`src/rtl/tdac_pkg.sv`:
```
package tdac_pkg;

    localparam int SAMP_W  = 16;
    localparam int GAIN_W  = 4;
    localparam int ADDR_W  = 2;
    localparam int GUARD_W = 4;
    localparam int MAX_SH  = (1 << GAIN_W) - 1;
    localparam int WIDE_W  = SAMP_W + 1 + MAX_SH;

    typedef enum logic [ADDR_W-1:0] {
        REG_CTRL  = 2'd0,
        REG_OFFS  = 2'd1,
        REG_GAIN  = 2'd2,
        REG_SPARE = 2'd3
    } reg_addr_e;

    typedef enum logic {
        SRC_LINEAR = 1'b0,
        SRC_CORR   = 1'b1
    } src_sel_e;

    typedef struct packed {
        logic                     enable;
        src_sel_e                 src;
        logic signed [SAMP_W-1:0] offset;
        logic [GAIN_W-1:0]        gain;
    } tdac_cfg_t;

    function automatic logic signed [SAMP_W-1:0] clip_to_sample(
        input logic signed [WIDE_W-1:0] wide
    );
        logic signed [WIDE_W-1:0] hi;
        logic signed [WIDE_W-1:0] lo;
        hi = '0;
        hi[SAMP_W-2:0] = '1;
        lo = '1;
        lo[SAMP_W-2:0] = '0;
        if (wide > hi)
            return hi[SAMP_W-1:0];
        else if (wide < lo)
            return lo[SAMP_W-1:0];
        else
            return wide[SAMP_W-1:0];
    endfunction

endpackage

```
`src/rtl/tdac_cfg_regs.sv`:
```
module tdac_cfg_regs
    import tdac_pkg::*;
(
    input  logic                clk,
    input  logic                rst,
    input  logic                we,
    input  logic [ADDR_W-1:0]   addr,
    input  logic [SAMP_W-1:0]   wdata,
    output tdac_cfg_t           cfg
);

    always_ff @(posedge clk) begin
        if (rst) begin
            cfg <= '0;
        end else if (we) begin
            case (reg_addr_e'(addr))
                REG_CTRL: begin
                    cfg.enable <= wdata[0];
                    cfg.src    <= src_sel_e'(wdata[1]);
                end
                REG_OFFS: cfg.offset <= wdata;
                REG_GAIN: cfg.gain   <= wdata[GAIN_W-1:0];
                default: ;
            endcase
        end
    end

    // gain field lands from the low data bits
    p_gain_write_r2: assert property (@(posedge clk) disable iff (rst)
        (we && addr == REG_GAIN) |=> (cfg.gain == $past(wdata[GAIN_W-1:0])));

    // spare address leaves every field untouched
    p_spare_ignored_r2: assert property (@(posedge clk) disable iff (rst)
        (we && addr == REG_SPARE) |=> (cfg == $past(cfg)));

endmodule

```
`src/rtl/tdac_level_path.sv`:
```
module tdac_level_path
    import tdac_pkg::*;
(
    input  logic                     clk,
    input  logic                     rst,
    input  logic                     stb,
    input  logic signed [SAMP_W-1:0] lin,
    input  logic signed [SAMP_W-1:0] cor,
    input  tdac_cfg_t                cfg,
    output logic signed [SAMP_W-1:0] level
);

    logic signed [SAMP_W-1:0] picked;
    logic signed [SAMP_W:0]   diff;
    logic signed [WIDE_W-1:0] diff_w;
    logic signed [WIDE_W-1:0] scaled;

    always_comb begin
        picked = (cfg.src == SRC_CORR) ? cor : lin;
        diff   = {picked[SAMP_W-1], picked} - {cfg.offset[SAMP_W-1], cfg.offset};
        diff_w = {{(WIDE_W-SAMP_W-1){diff[SAMP_W]}}, diff};
        scaled = diff_w <<< cfg.gain;
    end

    always_ff @(posedge clk) begin
        if (rst)
            level <= '0;
        else if (stb)
            level <= clip_to_sample(scaled);
    end

    // level holds between strobes
    p_level_hold_r6: assert property (@(posedge clk) disable iff (rst)
        !stb |=> $stable(level));

    // a sample equal to the offset yields zero at any gain
    p_offset_cancel_r4: assert property (@(posedge clk) disable iff (rst)
        (stb && picked == cfg.offset) |=> (level == '0));

endmodule

```
`src/rtl/tdac_sdm2.sv`:
```
module tdac_sdm2
    import tdac_pkg::*;
#(
    parameter int IN_W = SAMP_W,
    parameter int GRD_W = GUARD_W
) (
    input  logic                   clk,
    input  logic                   rst,
    input  logic                   en,
    input  logic                   ce,
    input  logic signed [IN_W-1:0] x,
    output logic                   bit_o
);

    localparam int IW = IN_W + GRD_W;
    localparam logic signed [IW-1:0] FS = IW'(1) <<< (IN_W - 1);

    logic signed [IW-1:0] e1, e2;
    logic signed [IW-1:0] x_w, v, fb, e_new;
    logic                 y;

    always_comb begin
        x_w   = {{GRD_W{x[IN_W-1]}}, x};
        v     = x_w + (e1 <<< 1) - e2;
        y     = ~v[IW-1];
        fb    = y ? FS : -FS;
        e_new = v - fb;
    end

    always_ff @(posedge clk) begin
        if (rst || !en) begin
            e1    <= '0;
            e2    <= '0;
            bit_o <= 1'b0;
        end else if (ce) begin
            e2    <= e1;
            e1    <= e_new;
            bit_o <= y;
        end
    end

    // output forced low once disabled
    p_off_low_r7: assert property (@(posedge clk) disable iff (rst)
        !en |=> !bit_o);

    // no step without the clock enable
    p_hold_no_ce_r8: assert property (@(posedge clk) disable iff (rst)
        (en && !ce) |=> $stable(bit_o));

    // error state clears while disabled
    p_err_clear_r7: assert property (@(posedge clk) disable iff (rst)
        (!en && $past(!en)) |-> (e1 == '0 && e2 == '0));

endmodule

```
`src/rtl/tdac_sigma_delta.sv`:
```
module tdac_sigma_delta
    import tdac_pkg::*;
(
    input  logic               clk,
    input  logic               rst,
    input  logic               cfg_we,
    input  logic [1:0]         cfg_addr,
    input  logic [15:0]        cfg_wdata,
    input  logic               samp_stb,
    input  logic [15:0]        lin_sample,
    input  logic [15:0]        cor_sample,
    input  logic               mod_ce,
    output logic               dac_bit,
    output logic [15:0]        dac_level
);

    tdac_cfg_t                cfg;
    logic signed [SAMP_W-1:0] level;

    tdac_cfg_regs u_regs (
        .clk   (clk),
        .rst   (rst),
        .we    (cfg_we),
        .addr  (cfg_addr),
        .wdata (cfg_wdata),
        .cfg   (cfg)
    );

    tdac_level_path u_path (
        .clk   (clk),
        .rst   (rst),
        .stb   (samp_stb),
        .lin   (lin_sample),
        .cor   (cor_sample),
        .cfg   (cfg),
        .level (level)
    );

    tdac_sdm2 #(.IN_W(SAMP_W), .GRD_W(GUARD_W)) u_mod (
        .clk   (clk),
        .rst   (rst),
        .en    (cfg.enable),
        .ce    (mod_ce),
        .x     (level),
        .bit_o (dac_bit)
    );

    assign dac_level = level;

    // reset leaves outputs at rest
    p_reset_rest_r1: assert property (@(posedge clk)
        rst |=> (!dac_bit && dac_level == '0));

endmodule

```
`config.mk`:
```
export PLATFORM = sky130hd
export DESIGN_NAME = tdac_sigma_delta
export DESIGN_NICKNAME = d
export VERILOG_FILES = /design/src/rtl/tdac_pkg.sv /design/src/rtl/tdac_cfg_regs.sv /design/src/rtl/tdac_level_path.sv /design/src/rtl/tdac_sdm2.sv /design/src/rtl/tdac_sigma_delta.sv
export SDC_FILE = /design/constraint.sdc
export NUM_CORES = 1
export LEC_CHECK = 0
export CAP_MARGIN = 20
export CORE_MARGIN = 2
export CORE_UTILIZATION = 42
export DETAILED_ROUTE_END_ITERATION = 10
export PLACE_DENSITY = 0.73
export SLEW_MARGIN = 15
export SYNTH_ARGS = -nofsm -noshare
export SYNTH_HDL_FRONTEND = slang
export SYNTH_SLANG_ARGS = --single-unit
export TNS_END_PERCENT = 100
```
`constraint.sdc`:
```
create_clock -name clk -period 9.6 [get_ports clk]
set_clock_uncertainty 0.1 [all_clocks]
set_input_delay 2.4 -clock clk [delete_from_list [all_inputs] [get_ports clk]]
set_output_delay 2.4 -clock clk [all_outputs]
set_load 0.03 [all_outputs]
```
## Yosys cells after proc, flatten, opt, wreduce, memory -nomap -nowiden

Cells that the tools add are included.

- Add/subtract/negate cells: 4
- Multipliers: 0
- Divide/modulo/power cells: 0
- Magnitude comparators: 2
- Eq/ne operators: 2
- Shift operators: 1
- Multiplexer cells: 4
- Bitwise logic cells: 1
- Reduce and logical (&&, ||, !) cells: 6

Operators with widths:

| kind | count |
|---|---|
| $mux W16 | 3 |
| $sub A20 B20 Y20 | 2 |
| $gt A32 B16 Y1 const B | 1 |
| $lt A32 B16 Y1 const B | 1 |
| $sshl A17 B4 Y32 | 1 |
| $add A16 B20 Y20 | 1 |
| $mux W20 | 1 |
| $sub A16 B16 Y17 | 1 |
| $reduce_and A2 Y1 | 3 |
| $eq A2 B1 Y1 const B | 1 |
| $eq A2 B2 Y1 const B | 1 |
| $logic_not A2 Y1 | 1 |
| $logic_not A1 Y1 | 1 |
| $logic_or A1 B1 Y1 | 1 |
| $not A1 Y1 | 1 |

- Flip-flop bits (word level): 79
- Bits in latches: 0
- Bits in writable memories: 0
- Bits in read-only memories: 0
- Input port bits: 55
- Output and inout port bits: 17
- Word-level logic and storage cells: 28
- Memories kept: 0

## Longest topological paths before layout

Gate-level depths: netlist of the first run.

- Depth after elaboration: 6
- Depth in mapped cells: 24
- Gate-level depth less buffers: 24

## By module

From an unflattened synthesis of the first run, not the netlist that was laid out.

- Cells, all modules: 914
- Area total of the unflattened synthesis: 7465.9 µm²

Modules (own cells, without submodules):

| module | instances | cells an instance | area an instance (µm²) | seq. area each (µm²) |
|---|---|---|---|---|
| tdac_level_path | 1 | 478 | 3418.3 | 320.3 |
| tdac_sdm2 | 1 | 345 | 3076.7 | 820.8 |
| tdac_cfg_regs | 1 | 91 | 970.9 | 440.4 |

## Least setup slack after synthesis of the first run

No wires, ideal clock.

- Path kind: input-to-reg
- Start: input cor_sample[0]
- End: register u_path.level[2]
- Library setup time: 0.079 ns
- Arrival: 6.103 ns
- Data required time: 9.421 ns
- Setup slack: 3.317 ns
- Stages on the path: 15
- Buffers on the path: 0
- Cells stage by stage: mux2i_1 > ha_1 > inv_1 > fa_1 > a211o_1 > a21oi_4 > o21bai_4 > a311oi_2 > xor2_1 > mux4_2 > a22oi_2 > o211ai_2 > o31ai_4 > or3b_1 > a211oi_2

- Word-level cells in the longest chain between the ends: 6
- Elaborated cells between the ends (all ways): 7
- Those cells by class: add/sub (1); order compare (2); shift (1); mux (3)

RTL lines:

| item | line | RTL |
|---|---|---|
| from (decl) | tdac_sigma_delta.sv:11 | `input logic [15:0] cor_sample,` |
| $mux W16 (*) | tdac_level_path.sv:19 | `picked = (cfg.src == SRC_CORR) ? cor : lin;` |
| $sub A16 B16 Y17 (*) | tdac_level_path.sv:20 | `diff = {picked[SAMP_W-1], picked} - {cfg.offset[SAMP_W-1], cfg.offset};` |
| $sshl A17 B4 Y32 (*) | tdac_level_path.sv:22 | `scaled = diff_w <<< cfg.gain;` |
| $lt A32 B16 Y1 | tdac_pkg.sv:40 | `else if (wide < lo)` |
| $mux W16 | tdac_pkg.sv:40 |  |
| $mux W16 (*) | tdac_pkg.sv:38 | `if (wide > hi)` |
| to (signal assigned) | tdac_level_path.sv:29 | `level <= clip_to_sample(scaled);` |
| to (decl) | tdac_level_path.sv:10 | `output logic signed [SAMP_W-1:0] level` |

Mark *: on every way between the ends. The rest lies on a longest branch, timed or not.
A chain may end at the register's enable or synchronous reset.

## Worst setup path after layout of the first run

Same ends and word-level chain as after synthesis.

==> summary.md, run 1 <==
| Metric | Value |
|---|---|
| Crit Path Category | `in2reg` |
| Nets | `about 1.1k` |
| Top cells by count, synth | `110 x nor2_1, 100 x inv_1, 81 x nand2_1` |
| Pre-antenna DRT Iters | `5` |
| Synth top area share | `roughly 22%` |
| Port buffer count | `a little over 70` |
| Top FF cell, synth | `dfxtp_1` |
| Synth warnings | `0` |
| CP Capture Type | `flip-flop` |
| Hold buffer count at cts | `0` |
| Min-delay worst type | `reg2reg` |
| Fraction of layout cells with a size suffix above 1 | `under 10%` |
| Sequential power share | `27.9%` |
| Synth cell types | `86` |
| CTS Root Cell | `clkbuf_16` |
| Layout filler cell count | `1,657` |
| Initial antenna violation count | `0` |
| Max Slew Vio Count | `0` |
| Post-synth ARST share | `0%` |
| DRT iter0 DRCs | `between 300 and 400` |
| Synthesized area per cell | `a little under 8 sq um` |
| MaxCap Viol Count | `0` |
| Least-Margin Pin Slew | `around 0.85 ns` |
| Top-count cell post-synth | `nor2_1` |
| Multi-input combinational cell area | `0.004952 sq mm` |
| Most Used Layer, Global Route | `met2` |
| Syn Nets | `a little over 1k` |
| Congestion Overflow GR | `0` |
| CTS Sinks | `79` |
| Worst slew margin | `around two fifths` |
| Met2 Use GR | `between 30% and 40%` |
| GR Util met1 | `between 20% and 30%` |
| Sequential element share of the synthesized area | `22.15%` |
| Worst endpoint required time | `between 9 and 10 ns` |
| Fin crit share | `70.56%` |
| WL per Instance | `roughly 15 um` |
| Final hold vios | `0` |
| Total track usage | `about a fifth` |
| Synth area leader | `dfxtp_1` |
| Area growth syn-to-layout | `15.59%` |
| Worst-Skew Late Latency | `0.36 ns` |
| Sw Pwr | `0.0004975 W` |
| DR DRC count | `0` |
| Leakage power | `3.218 nW` |
| Die Y | `between 100 and 150 um` |
| Comb pwr share | `a little under half` |
| Gpl congestion | `approximately 0.95` |
| Top Ports | `about 70` |
| Number of nets still failing antenna checks after routing | `0` |
| Routing usage on met3 | `4.649%` |
| Cell count after synthesis | `~900` |
| RSZ-0062 raised after global routing | `no` |
| Clock power share | `between 20% and 30%` |
| Initial core utilization | `between 40% and 50%` |
| Power density cells | `154.0 mW/mm^2` |
| Pwr Total | `roughly 0.0013 W` |
| Reg2Reg Setup Slack | `approximately 4.5 ns` |
| Max Freq | `147.6 MHz` |
| Setup TNS | `0 ns` |
| Synth top area cells | `dfxtp_1 22%, ha_1 6.7%, fa_1 5.9%` |
| Cell Rows | `47` |
| #FFs+latches synth | `79` |
| CTS Buffer Depth | `2` |
| Routed vias | `roughly 6.5k` |
| TritonCTS clock tree | `done` |
| H-tree depth | `3` |
| Post-synth EDFFs | `0` |
| CP arrival | `6.95 ns` |
| Post-cts sizing count | `0` |
| Final Critical Period | `between 6 and 7 ns` |
| DR vias/cell | `about 5.5` |
| Antenna diodes | `0` |
| Startpoint Class | `primary input` |
| Core area | `between 0.015 and 0.02 sq mm` |
| Worst-path clk slew | `about 0.060 ns` |
| # Post-CTS Setup Buffers | `0` |
| Internal Power | `around 0.00077 W` |
| Post-DP HPWL | `roughly 13 mm` |
| Die X | `134.4 um` |
| Die footprint | `about 0.018 sq mm` |
| First-pass GRT wire length | `29.45 mm` |
| Synthesized area | `about 0.0071 sq mm` |
| Largest net degree at the start of global routing | `45` |
| Status | `complete, no violations` |
| Total CTS buffers | `9` |
| Sw Ratio | `about two fifths` |
| Crit path max fanout | `7` |
| Final setup viols | `0` |
| DRT Wirelength | `17.35 mm` |
| Peak supply drop | `about 0.10 mV` |
| Vias in the first global route | `roughly 6.2k` |
| Storage cell area | `around 0.0016 sq mm` |
[worst max-delay path, stage by stage]
cell and delay [ns]:
clkdlybuf4s50_1 0.40, mux2i_1 0.16, ha_1 0.28, inv_1 0.08, fa_1 0.44, a211o_1 0.38
a21oi_4 0.21, o21bai_4 0.10, a311oi_2 0.35, xor2_1 0.19, mux4_2 0.53, a22oi_2 0.26
o211ai_2 0.18, o31ai_4 0.38, or3b_1 0.40, a211oi_2 0.21
[final timing paths]
| path | startpoint | end | depth (start not counted) |
|---|---|---|---|
| max | cor_sample[0] | u_path.level[2] | 16 |
| min | u_regs.cfg[18] | u_regs.cfg[18] | 2 |
| max reg2reg | u_path.level[1] | u_mod.e1[18] | 22 |
| min reg2reg | u_regs.cfg[18] | u_regs.cfg[18] | 2 |
[power by group through the flow]
stage,Sequential (W),Clock [W],Combinational [W]
floorplan,0.000377,0,0.000420
global placement,0.000363,0,0.000566
detailed placement,0.000363,0,0.000572
CTS,0.000355,0.000343,0.000578
global route,0.000357,0.000360,0.000648
finish,0.000355,0.000337,0.000579
[stage by stage]
step	utilization [%]	cells	cell area, sq um	worst slack [ns]	hold slack (ns)
CTS	49.77	1184	8254	2.869	0.3571
finish	49.77	1184	8254	2.826	0.3533
global route	49.77	1184	8254	2.593	0.3746
floorplan	-	920	7141	3.317	0.3363
detailed placement	48.03	1168	7965	2.478	0.3482
global placement	48.03	1168	7965	2.611	0.3413
[routing by layer]
metal	vias to the layer above	wire length, um
li1	3289	-
met4	0	263
met2	190	8362
met3	24	875
met5	-	0
met1	3029	7852
[layout by cell type, fill, tap and decap left out, types with 4 or more instances in the layout]
cell type,instances
and2_1,8
nor3b_1,6
a21o_1,10
nor2b_1,12
nand2b_1,7
nand4b_1,4
mux2_2,20
inv_1,100
dfxtp_1,79
ha_1,38
a21oi_1,63
inv_6,4
o21a_1,10
nand4_1,5
mux2i_1,39
nand3b_1,6
or2_2,4
or3_1,13
buf_4,9
o31ai_4,4
clkbuf_16,9
a31oi_1,8
xnor2_1,12
xor2_1,11
clkdlybuf4s50_1,70
nand2_1,81
o211a_1,4
a211oi_1,21
o21bai_1,4
mux4_2,4
nor2_1,110
o21ai_0,39
o211ai_1,5
fa_1,21
and3_1,4
nand3_1,18
o22ai_1,11
nor3_1,15
[sequential cells by signal, indices dropped and copies added, names as in the netlist]
| signal | count |
|---|---|
| u_path.level | 16 |
| u_mod.e2 | 20 |
| u_mod.bit_o | 1 |
| u_regs.cfg | 22 |
| u_mod.e1 | 20 |
[cell families (layout without fill, tap and decap cells)]
group | after synthesis | in the layout | synth area share, %
adders and majority gates | 59 | 59 | 12.55
AOI/OAI and AO/OA | 235 | 235 | 23.50
muxes | 63 | 63 | 9.883
DFF | 79 | 79 | 22.15
xor gates and xnor gates | 23 | 23 | 2.821
and+or+nand+nor | 307 | 307 | 20.61
buffers and inverters | 154 | 198 | 8.498
[cell type report]
type                       count  area share, %
inverter                     102          4.638
multi-input combinational    687          60.00
tap                          220          3.335
sequential                    79          19.16
clock buffer                   9          2.729
timing repair buffer          80          9.368
clock inverter                 7         0.7731
No activity file was read; power rests on OpenSTA's default activity.
==> run 2, diff against run 1 <==
PLACE_DENSITY = 0.75   (was 0.73)
clock period = 5.45 ns   (was 9.6 ns; I/O delays follow)
==> run 2 against run 1 <==
Compared with the run above:
- sequential power grew 77%
- largest power group unchanged
- cell area grew 6.8%
- utilization grew 3.4 points
- critical endpoint unchanged
==> summary.md, run 2 (synthesis gave the netlist of run 1 again) <==
| Metric | Value |
|---|---|
| Top reg by flops | `u_regs.cfg` |
| Fraction of layout cells with a size suffix above 1 | `14.76% (+6.6 points)` |
| Sequential power share | `26.3% (-1.6 points)` |
| Least-Margin Pin Slew | `0.8611 ns (+0.009227 ns)` |
| Worst-Skew Late Latency | `0.36 ns (about the same)` |
| Cell Rows | `47 (unchanged)` |
| Max Slew Vio Count | `0 (unchanged)` |
| Final hold vios | `0 (unchanged)` |
| Initial core utilization | `43.06% (unchanged)` |
| CP Capture Type | `flip-flop` |
| Total track usage | `20.69% (+0.75 points)` |
| Initial antenna violation count | `0 (unchanged)` |
| Worst-path clk slew | `0.06 ns (about the same)` |
| Worst endpoint required time | `5.62 ns (-4.16 ns)` |
| Setup TNS | `0 ns (unchanged)` |
| CTS Root Cell | `clkbuf_16` |
| CTS Buffer Depth | `2 (unchanged)` |
| First-pass GRT wire length | `30.64 mm (+4.1%)` |
| Post-DP HPWL | `14.10 mm (+5.0%)` |
| CP cell instances | `clkdlybuf4s50_1, mux2i_2, ha_2, inv_1, fa_1, a211o_1, a21oi_4, o21bai_4, a311oi_2, xor2_1, buf_4, a221o_1, o22ai_1, nand4_1, o31ai_4, or3b_4, a211oi_2` |
| R2R Path Start | `u_path.level[1]` |
| Sw Ratio | `37.87% (-1.3 points)` |
| Gpl congestion | `0.9158 (-3.4%)` |
| CP Depth | `17 (+1)` |
| Final setup viols | `0 (unchanged)` |
| Comb pwr share | `47.0% (+1.4 points)` |
| Peak supply drop | `0.1539 mV (+50%)` |
| Crit. Startpoint | `lin_sample[0]` |
| Nets | `1,139 (+6.2%)` |
| Crit path max fanout | `3 (-4)` |
| Sw Pwr | `0.0009050 W (+82%)` |
| Most frequent cells in the layout | `110 x nor2_1, 100 x inv_1, 81 x nand2_1` |
| Core area | `0.01658 sq mm (unchanged)` |
| Power density cells | `271.2 mW/mm^2 (+76%)` |
| GR Util met1 | `26.24% (+1.4 points)` |
| Internal Power | `0.001485 W (+92%)` |
| Largest register FFs | `22 (unchanged)` |
| Min-delay src | `u_regs.cfg[10]` |
| TritonCTS clock tree | `done` |
| Status | `complete, no violations` |
| Max Freq | `roughly 190 MHz` |
| CP max stage cell | `clkdlybuf4s50_1` |
| Congestion Overflow GR | `0 (unchanged)` |
| Leakage power | `3.554 nW (+10%)` |
| CP arrival | `5.44 ns (-1.51 ns)` |
| Area growth syn-to-layout | `23.43%` |
| WL per Instance | `14.49 um (-1.1%)` |
| Largest delay share family, worst path | `compound AO/OA/AOI/OAI gates` |
| Pre-CTS WS | `-0.2707 ns (-2.748 ns)` |
| MaxCap Viol Count | `0 (unchanged)` |
| H-tree depth | `3 (unchanged)` |
| Fin crit share | `96.62%` |
| Startpoint Class | `primary input` |
| Die X | `134.4 um (unchanged)` |
| Commonest non-fill, non-tap cell in the layout | `nor2_1` |
| Die Y | `134.4 um (unchanged)` |
| DRT Wirelength | `18.11 mm (+4.4%)` |
| Routing usage on met3 | `3.288% (-1.4 points)` |
| Clock power share | `26.7% (+0.2 points)` |
| DR DRC count | `0 (unchanged)` |
| Pre-antenna DRT Iters | `5 (unchanged)` |
| Final Util | `53.15% (+3.4 points)` |
| Worst r2r path cells | `22 (unchanged)` |
| Hold Path Depth | `2 (unchanged)` |
| Hold buffer count at cts | `0 (unchanged)` |
| Final Critical Period | `approximately 5.3 ns` |
| Port buffer count | `71 (unchanged)` |
| Met2 Use GR | `35.01% (+0.20 points)` |
| Fin worst setup slack | `0.1841 ns (-2.642 ns)` |
| Buffers & Inverters on Critical Path | `3 (+1)` |
| Finished Cell Area | `0.008813 sq mm (+6.8%)` |
| DR vias/cell | `5.440 (-1.4%)` |
| Top Ports | `72 (unchanged)` |
| Number of nets still failing antenna checks after routing | `0 (unchanged)` |
| Die footprint | `0.01806 sq mm (unchanged)` |
| Most Used Layer, Global Route | `met2` |
| DRT iter0 DRCs | `393 (-1.5%)` |
| Vias in the first global route | `6,537 (+5.1%)` |
| Crit Path Category | `in2reg` |
| Routed vias | `6,800 (+4.1%)` |
| CTS Sinks | `79 (unchanged)` |
| Antenna diodes | `0 (unchanged)` |
| Worst path max stage delay | `0.42 ns (-0.11 ns)` |
| Worst slew margin | `42.59% (+0.85 points)` |
| Largest net degree at the start of global routing | `45 (unchanged)` |
| Largest regs | `u_regs.cfg: 22 flops, u_mod.e1: 20 flops, u_mod.e2: 20 flops` |
| Min-delay worst type | `reg2reg` |
| DP Area | `0.008453 sq mm (+6.1%)` |
| Total CTS buffers | `9 (unchanged)` |
run 2: final timing paths:
path                endpoint  slack [ns]
min reg2reg   u_regs.cfg[10]        0.35
max          u_path.level[2]        0.18
min           u_regs.cfg[10]        0.35
max reg2reg     u_mod.e1[18]        0.36
run 2: worst min-delay path: cells and delay by family (launching register included):
family           cells  cell delay, ns
AO/OA/AOI/OAI        1            0.05
flip-flops           1            0.31
AND/OR/NAND/NOR      1            0.05
run 2: per-layer routing:
layer,up-vias,wire (um)
met5,-,0
met4,0,563
li1,3428,-
met2,171,8722
met1,3166,8121
met3,35,707
run 2: per-stage QoR:
| stage | instances | total power (W) | hold slack (ns) |
|---|---|---|---|
| 5_1_grt | 1250 | 0.002556 | 0.3759 |
| 3_5_place_dp | 1233 | 0.001733 | 0.3477 |
| 2_1_floorplan | 920 | 0.001404 | 0.3363 |
| 6_report | 1250 | 0.002390 | 0.3547 |
| 3_3_place_gp | 1233 | 0.001716 | 0.3416 |
| 4_1_cts | 1249 | 0.002384 | 0.3567 |
run 2: power by group through the flow:
stage               logic, W  clock network (W)  registers [W]
global placement     0.00108                  0       0.000640
global route         0.00125           0.000675       0.000631
CTS                  0.00111           0.000650       0.000628
finish               0.00112           0.000639       0.000628
detailed placement   0.00109                  0       0.000640
floorplan           0.000741                  0       0.000664
run 2: cell type report:
cell class | instances | area [sq um]
Tap cell | 220 | 275.3
Clock buffer | 9 | 225.2
Timing Repair Buffer | 146 | 1272
Sequential cell | 79 | 1582
Multi-Input combinational cell | 687 | 4991
Clock inverter | 7 | 85.08
Fill cell | 1586 | 7770
Inverter | 102 | 382.9
run 2: repair_timing:
| item | CTS | global route |
|---|---|---|
| gates resized for setup | 0 | 12 |
| endpoints found under the setup margin | 0 | 16 |
| setup buffers | 0 | 1 |
